## src/rtl/nor_cmd_ctrl.sv

```systemverilog
module nor_cmd_ctrl #(
  parameter int NBANK    = 4,
  parameter int WM_SHIFT = 20
) (
  input  logic             clk,
  input  logic             rst_n,
  input  logic             reg_we,
  input  logic [3:0]       reg_addr,
  input  logic [31:0]      reg_wdata,
  output logic [31:0]      reg_rdata,
  output logic             sck,
  output logic [NBANK-1:0] cs_n,
  output logic             mosi,
  input  logic             miso,
  output logic             irq
);
  localparam int BW = (NBANK > 1) ? $clog2(NBANK) : 1;
  localparam logic [31:0] CFG_MASK = 32'h00FF_FF07;
  localparam logic [31:0] CMD_MASK = 32'h0000_300B;

  typedef enum logic [2:0] {S_IDLE, S_SETUP, S_SHIFT, S_HOLD, S_DESEL} st_t;
  st_t st;

  logic [31:0] cfg, cmd;
  logic [7:0]  stat_byte, rx, cnt, hcnt;
  logic [15:0] tx;
  logic [4:0]  bitcnt;
  logic [NBANK-1:0] wm;
  logic [BW-1:0] bank;
  logic tff, is_rd, sck_r;

  wire busy    = (st != S_IDLE);
  wire wr_cfg  = reg_we && reg_addr == 4'h0;
  wire wr_cmd  = reg_we && reg_addr == 4'h4 && !busy;
  wire wr_stat = reg_we && reg_addr == 4'h8 && reg_wdata == 32'd0;
  wire start   = wr_cmd && !cfg[0] && cfg[2] && (reg_wdata[0] ^ reg_wdata[1]);

  wire [7:0] half    = (cfg[15:9] == 7'd0) ? 8'd1 : {1'b0, cfg[15:9]};
  wire [7:0] hold_n  = {4'd0, cfg[19:16]};
  wire [7:0] desel_n = {4'd0, cfg[23:20]};
  wire [4:0] last    = is_rd ? 5'd15 : 5'd7;

  wire [31:0] stat_word = (32'(wm) << WM_SHIFT) | (32'(busy) << 17) |
                          (32'(tff) << 16) | {24'd0, stat_byte};

  always_comb begin
    case (reg_addr)
      4'h0:    reg_rdata = cfg;
      4'h4:    reg_rdata = cmd;
      4'h8:    reg_rdata = stat_word;
      default: reg_rdata = 32'd0;
    endcase
  end

  wire cs_act = (st == S_SETUP) || (st == S_SHIFT) || (st == S_HOLD);
  assign cs_n = cs_act ? ~(NBANK'(1) << bank) : '1;
  assign sck  = sck_r;
  assign mosi = (st == S_SHIFT) ? tx[15] : 1'b0;
  assign irq  = tff && cmd[3];

  always_ff @(posedge clk or negedge rst_n) begin
    if (!rst_n) begin
      cfg <= '0;
      cmd <= '0;
    end else begin
      if (wr_cfg) cfg <= reg_wdata & CFG_MASK;
      if (wr_cmd) cmd <= reg_wdata & CMD_MASK;
    end
  end

  always_ff @(posedge clk or negedge rst_n) begin
    if (!rst_n) begin
      st <= S_IDLE;
      stat_byte <= '0;
      rx <= '0;
      tx <= '0;
      cnt <= '0;
      hcnt <= '0;
      bitcnt <= '0;
      wm <= '0;
      bank <= '0;
      tff <= 1'b0;
      is_rd <= 1'b0;
      sck_r <= 1'b0;
    end else begin
      if (wr_stat) begin
        tff <= 1'b0;
        wm <= '0;
        stat_byte <= '0;
      end
      case (st)
        S_IDLE: if (start) begin
          st <= S_SETUP;
          cnt <= '0;
          bank <= reg_wdata[12 +: BW];
          is_rd <= reg_wdata[0];
          tx <= {(reg_wdata[0] ? 8'h05 : 8'h06), 8'h00};
          tff <= 1'b0;
        end
        S_SETUP: begin
          if (cnt >= hold_n) begin
            st <= S_SHIFT;
            hcnt <= '0;
            bitcnt <= '0;
            sck_r <= 1'b0;
          end else cnt <= cnt + 8'd1;
        end
        S_SHIFT: begin
          if (hcnt >= half - 8'd1) begin
            hcnt <= '0;
            sck_r <= ~sck_r;
            if (!sck_r) rx <= {rx[6:0], miso};
            else begin
              tx <= {tx[14:0], 1'b0};
              if (bitcnt == last) begin
                st <= S_HOLD;
                cnt <= '0;
              end else bitcnt <= bitcnt + 5'd1;
            end
          end else hcnt <= hcnt + 8'd1;
        end
        S_HOLD: begin
          if (cnt >= hold_n) begin
            st <= S_DESEL;
            cnt <= '0;
          end else cnt <= cnt + 8'd1;
        end
        S_DESEL: begin
          if (cnt >= desel_n) begin
            st <= S_IDLE;
            tff <= 1'b1;
            if (is_rd) stat_byte <= rx;
            else wm[bank] <= 1'b1;
          end else cnt <= cnt + 8'd1;
        end
        default: st <= S_IDLE;
      endcase
    end
  end
endmodule

```

## config.mk

```make
export PLATFORM = sky130hd
export DESIGN_NAME = nor_cmd_ctrl
export DESIGN_NICKNAME = d
export VERILOG_FILES = /design/src/rtl/nor_cmd_ctrl.sv
export SDC_FILE = /design/constraint.sdc
export NUM_CORES = 1
export LEC_CHECK = 0
export BUFFER_PORTS_ARGS = -buffer_cell sky130_fd_sc_hd__buf_2
export CORE_ASPECT_RATIO = 0.6
export CORE_UTILIZATION = 52
export CTS_BUF_LIST = sky130_fd_sc_hd__clkbuf_4 sky130_fd_sc_hd__clkbuf_8
export CTS_CLUSTER_DIAMETER = 40
export DETAILED_ROUTE_END_ITERATION = 10
export PLACE_DENSITY = 0.81
export SETUP_SLACK_MARGIN = 0.05
export SYNTH_ARGS = -nofsm -noshare
export SYNTH_HDL_FRONTEND = slang
export SYNTH_SLANG_ARGS = --single-unit
```

## constraint.sdc

```tcl
create_clock -name clk -period 2.9 [get_ports clk]
set_clock_uncertainty 0.1 [all_clocks]
set_input_delay 0 -clock clk [delete_from_list [all_inputs] [get_ports clk]]
set_output_delay 0 -clock clk [all_outputs]
set_load 0.02 [all_outputs]
```

# After elaboration in Yosys (flattened, before gate mapping)
# Index checks and enable logic that the tools add are counted.
[op_classes]
muxes = 51
n_reduce_logical = 30
eq_ne = 17
n_shift = 1
addsub = 4
n_lt_le_gt_ge = 5
bitwise_logic = 7
[ops]
columns = ["cell", "count"]
rows = [
  ["8-bit two-way mux", 13],
  ["32-bit case mux with 3 select lines", 1],
  ["16-bit two-way mux", 3],
  ["8-bit case mux with 5 select lines", 1],
  ["32-bit logical NOT", 1],
  ["16-bit case mux with 2 select lines", 1],
  ["4-bit two-way mux", 6],
  ["24-bit by 17-bit OR with 24-bit output", 1],
  ["24-bit by 18-bit OR with 24-bit output", 1],
  ["24-bit by 8-bit OR with 24-bit output", 1],
  ["3-bit two-way mux", 7],
  ["5-bit two-way mux", 4],
  ["8-bit by 1-bit adder with 8-bit output, second input constant", 2],
  ["8-bit by 4-bit >= comparator with 1-bit output", 2],
  ["8-bit case mux with 2 select lines", 1],
  ["3-bit case mux with 5 select lines", 1],
  ["7-bit AND reduction", 2],
  ["2-bit inequality test, second input constant", 6],
  ["1-bit logical AND", 10],
  ["5-bit case mux with 2 select lines", 1],
  ["8-bit >= comparator", 1],
  ["2-bit by 1-bit inequality test with 1-bit output, second input constant", 4],
  ["7-bit by 1-bit subtractor with 8-bit output, second input constant", 1],
  ["7-bit logical NOT", 1],
  ["other kinds (30)", 43],
]
[word_totals]
ff_bits = 89
elab_cells = 129
in_bits = 40
out_inout_bits = 39

# Logic depth before layout (Yosys ltp)
[logic_depth]
word_depth = 8
depth_mapped = 14

# Least setup slack after synthesis
# No wires, ideal clock.
[synth_timing]
kind = "flip-flop to flip-flop"
start = "register cfg[11]"
end = "register cnt[4]"
setup_time_ps = 134
period_less_slack_ps = 3088
required_ps = 2666
setup_slack_ps = -188
arrival_ps = 2855
path_stages_with_launch = 14
path_cell_list = "dfrtp_1 clkbuf_1 nor3_1 a21oi_1 ha_1 nor3b_1 xnor2_1 ha_1 nand4_1 o31ai_2 clkbuf_1 nand3_1 o41ai_1 o21ai_1"
[synth_via]
elab_chain_cells = 6
[synth_rtl]
columns = ["element", "line", "text"]
rows = [
  ["from (decl)", "24", "logic [31:0] cfg, cmd;"],
  ["from (signal assigned)", "66", "if (wr_cfg) cfg <= reg_wdata & CFG_MASK;"],
  ["7-bit logical NOT", "38", "wire [7:0] half = (cfg[15:9] == 7'd0) ? 8'd1 : {1'b0, cfg[15:9]};"],
  ["7-bit two-way mux (*)", "38", ""],
  ["7-bit by 1-bit subtractor with 8-bit output (*)", "109", "if (hcnt >= half - 8'd1) begin"],
  ["8-bit >= comparator (*)", "109", ""],
  ["2-bit by 1-bit inequality test with 1-bit output (no line) (*)", "-", ""],
  ["7-bit AND reduction (no line) (*)", "-", ""],
  ["to (signal assigned)", "106", "end else cnt <= cnt + 8'd1;"],
  ["to (signal assigned)", "126", "end else cnt <= cnt + 8'd1;"],
  ["to (signal assigned)", "134", "end else cnt <= cnt + 8'd1;"],
  ["to (decl)", "25", "logic [7:0] stat_byte, rx, cnt, hcnt;"],
]
# Every way passes the cells marked *; elsewhere a longest branch is shown, timed or not.
# A chain may end at the register's enable or synchronous reset.

# Worst setup path after layout
[layout_timing]
start = "register cfg[14]"
end = "register rx[5]"
[layout_via]
elab_chain_cells = 5
[layout_rtl]
columns = ["element", "line", "text"]
rows = [
  ["7-bit logical NOT", "38", ""],
  ["7-bit two-way mux (*)", "38", ""],
  ["7-bit by 1-bit subtractor with 8-bit output (*)", "109", ""],
  ["8-bit >= comparator (*)", "109", ""],
  ["3-bit AND reduction (no line) (*)", "-", ""],
  ["to (signal assigned)", "112", "if (!sck_r) rx <= {rx[6:0], miso};"],
  ["to (decl)", "25", ""],
]
# Marked as above.

==> flow_metrics.py <==
metrics = {
    "global_route": {
        "grt_max_degree": 82,
        "grt_pass1_vias": 3703,
        "grt_first_pass_wirelength_um": 18200,
        "grt_overflow": 0,
        "grt_util_all_layers_pct": 27.6,
        "antenna_found_initial": 0,
    },
    "sta": {
        "finalHoldViolCount": 0,
        "fin_tns_setup_ns": -2.24,
        "final.setup.worst_slack_ns": -0.150,
        "hold_ws_ns": 0.0646,
        "fin_crit_ns": 3.05,
        "slew_viol_final": 0,
        "max_freq_mhz": 328,
        "relSlewSlack_pct": 33.2,
        "rsz0062_at_grt": "yes",
        "setup_viol": 29,
        "post-route-period-util_pct": 105,
        "worstMarginPinSlew_ns": 1.00,
    },
    "logic_synthesis": {
        "synth_top_family_by_area": "simple AND/OR/NAND/NOR gates",
        "synthArstFlopShare_pct": 100,
        "syn_area_um2": 4400,
        "synthXorXnorAreaFrac_pct": 1.19,
        "synth-simple-area-share_pct": 17.9,
        "synth-seq-cells": 81,
        "synth-compound-area-share_pct": 15.4,
        "muxShareOfSynthArea_pct": 8.59,
        "ys_warn_count": 0,
        "netlist-cell-type-count": 62,
        "syn_inst": 432,
        "syn_avg_cell_area_um2": 10.2,
        "synth-seq-area-share_pct": 46.1,
        "synth_edf_count": 0,
        "synthFlopType": "dfrtp_1",
        "synth_fa_ha_area_share_pct": 5.97,
    },
    "clock_tree": {
        "path_clk_slew_ns": 0.08,
        "cts_buffers": 9,
        "cts_max_path_buffers": 2,
        "insertion_delay_ns": 0.36,
        "cts_tree": "done",
        "clock-root-buffer": "clkbuf_8",
        "clock-sinks": 81,
        "htreeDepth": 3,
    },
    "placement": {
        "numPortBuffers": 70,
        "dp_slack_ns": -0.125,
        "gp_congestion": 0.864,
        "dp_hpwl_um": 7990,
    },
    "pwr": {
        "power.internal_w": 0.00299,
        "p_switching_w": 0.00193,
        "power.leakage_nw": 2.79,
        "power_frac_clock_pct": 20.3,
        "share_comb_of_total_power_pct": 44.7,
        "power_switching_share_pct": 39.3,
        "vdd_ir_drop_max_mv": 0.459,
        "total_power_w": 0.00492,
        "seqPwrFrac_pct": 35.0,
        "p_per_area_nw_per_um2": 858,
    },
    "worst_setup_path": {
        "path_buf_inv": 2,
        "worst-path-max-fanout": 8,
        "slowest_delay_ns": 0.43,
        "cp.required_ns": 3.05,
        "cpMaxStageDelayCell": "dfrtp_1",
        "crit_path_start_kind": "flop",
        "r2r_slack_ns": -0.15,
        "reg2reg_depth": 13,
        "r2r_start": "cfg[14]$_DFFE_PN0P_",
        "path_cells": "nor3_4, a21oi_2, ha_2, buf_6, xnor2_2, ha_2, o21a_1, nor2_4, o31ai_2, buf_4, nand2_4, nor2_4, mux2_2",
        "end_kind": "flop",
        "crit_family": "simple AND/OR/NAND/NOR gates",
        "critPathArrivalTime_ns": 3.20,
        "r2r_end": "rx[5]$_DFFE_PN0P_",
        "crit_type": "reg2reg",
    },
    "layout": {
        "area_delta_synth_final_pct": 30.3,
        "num_antenna_cells": 0,
        "nNetsFinal": 610,
        "drive_gt1_share_pct": 33.6,
        "nFillCells": 547,
    },
    "floorplan": {
        "start_util_pct": 54.7,
        "die_area_um2": 8840,
        "core_um2": 8040,
        "die_y_um": 73.2,
        "die_x_um": 121,
        "rows": 25,
        "io_pins": 79,
    },
    "route": {
        "vias_per_cell": 5.87,
        "drt_first_pass_iters": 4,
        "vias": 3881,
        "drcViolationCount": 0,
        "drt-total-wl_um": 11700,
        "wl_per_cell_um": 17.7,
        "ant_nets": 0,
        "drt-initial-drc-count": 277,
    },
    "flow_run": {
        "maxCapViolations": 0,
    },
    "min_path": {
        "min_path_cells": 3,
        "min_path_type": "in2reg",
        "min_to": "cmd[1]$_DFFE_PN0P_",
        "min-delay-start": "reg_we",
    },
    "status": {
        "status": "complete, but fails checks",
        "violations": "setup timing",
    },
}
power groups by stage:
stage                     sequential [W]  combinational, W  clock, W
after floorplan                  0.00160           0.00129         0
after global placement           0.00170           0.00164         0
after detailed placement         0.00171           0.00173         0
after CTS                        0.00170           0.00196   0.00100
after global routing             0.00175           0.00238   0.00106
final                            0.00172           0.00220  0.000998
cells in the final DEF (no fill, tap or decap), drive strengths merged, types with 5 or more instances in the layout:
cell	Yosys	final
nor3	7	7
ha	21	21
mux2	30	30
nor2b	6	6
dfrtp	81	81
buf	12	99
a21oi	9	9
nor2	17	17
nand2	50	50
a31oi	5	5
conb	2	9
o21ai	32	32
a22o	19	19
inv	22	22
nand4	6	7
clkbuf	11	10
and3	7	7
and2	14	14
dlygate4sd3	0	22
nor4	7	7
nand3	13	13
synthesized netlist by cell type, drive strengths merged, types with 3 or more instances:
cell type / instances / area share, %
a31oi: 5 / 0.71
nand4: 6 / 1.0
o31ai: 4 / 0.80
nor2: 17 / 1.5
nor3b: 4 / 0.68
and2: 14 / 2.0
o22ai: 4 / 0.85
mux2i: 4 / 0.91
nand2: 50 / 4.3
nand2b: 4 / 0.74
inv: 22 / 1.9
nand3: 13 / 1.5
xor2: 4 / 0.80
o21a: 3 / 0.51
nor4b: 3 / 0.74
nor4: 7 / 1.0
o21ai: 32 / 4.0
clkbuf: 11 / 0.94
mux2: 30 / 7.7
and3: 7 / 1.0
a22o: 19 / 3.8
nor3: 7 / 0.80
nor2b: 6 / 0.85
dfrtp: 81 / 46
buf: 12 / 1.8
a21o: 3 / 0.51
ha: 21 / 6.0
a21oi: 9 / 1.0
stage by stage:
step	std cells	utilization [%]	instance area (µm²)
detailed placement	615	62.0	4980
global route	661	71.3	5730
global placement	615	62.0	4980
CTS	657	69.4	5580
floorplan	439	-	4460
finish	661	71.3	5730
routing by layer:
layer,up-vias,global-route usage [%],part of all wire (%)
met1,1907,37.2,45
met3,34,8.36,7.0
met4,0,9.19,2.6
met5,-,0,0
met2,154,42.8,45
li1,1786,-,-
layout make-up:
cell class | count | area [µm²] | share of cell area, %
multi-input combinational | 314 | 2420 | 42.2
sequential | 81 | 2030 | 35.3
timing repair buffer | 121 | 826 | 14.4
clock buffer | 10 | 138 | 2.40
tap | 108 | 135 | 2.36
clock inverter | 5 | 104 | 1.81
inverter | 22 | 85.1 | 1.48
worst max path at each step:
stage                                       end  cells after the start  slack (ns)                 from
after floorplan              cnt[4]$_DFFE_PN0P_                     12        0.04  cfg[12]$_DFFE_PN0P_
after global placement        rx[0]$_DFFE_PN0P_                     12       -0.02  cfg[12]$_DFFE_PN0P_
after detailed placement     tx[14]$_DFFE_PN0P_                     14       -0.12  cfg[12]$_DFFE_PN0P_
after CTS                 bitcnt[4]$_DFFE_PN0P_                     12       -0.04  cfg[13]$_DFFE_PN0P_
after global routing          rx[2]$_DFFE_PN0P_                     13       -0.24  cfg[14]$_DFFE_PN0P_
final                         rx[5]$_DFFE_PN0P_                     13       -0.15  cfg[14]$_DFFE_PN0P_
logic make-up after synthesis:
| logic type | after synthesis |
|---|---|
| xor+xnor | 6 |
| simple gates | 148 |
| mux | 34 |
| buf+inv | 45 |
| other cells | 2 |
| compound gates | 95 |
| fa+ha+maj | 21 |
| flops | 81 |
flip-flops by register name (all words and copies together) (netlist names), 2 cells and up:
| signal | cells |
|---|---|
| cnt | 8 |
| cmd | 5 |
| bitcnt | 5 |
| rx | 8 |
| bank | 2 |
| st | 3 |
| cfg | 19 |
| tx | 8 |
| stat_byte | 8 |
| wm | 4 |
| hcnt | 8 |
repair_timing:
action,CTS,global route
pin swaps,12,13
hold buffers,22,0
gates cloned,1,0
gates resized for setup,15,33
endpoints found under the hold margin,109,0
setup buffers,4,4
setup endpoints to repair,36,38
worst register-to-register path: cells and delay by family (launching register included):
kind | cells | cell delay, ns
DFF | 1 | 0.43
xor gates and xnor gates | 1 | 0.12
muxes | 1 | 0.37
buffers and inverters | 2 | 0.30
AOI/OAI and AO/OA | 3 | 0.51
and+or+nand+nor | 4 | 0.59
adders and majority gates | 2 | 0.51
No activity file was read; power rests on OpenSTA's default activity.
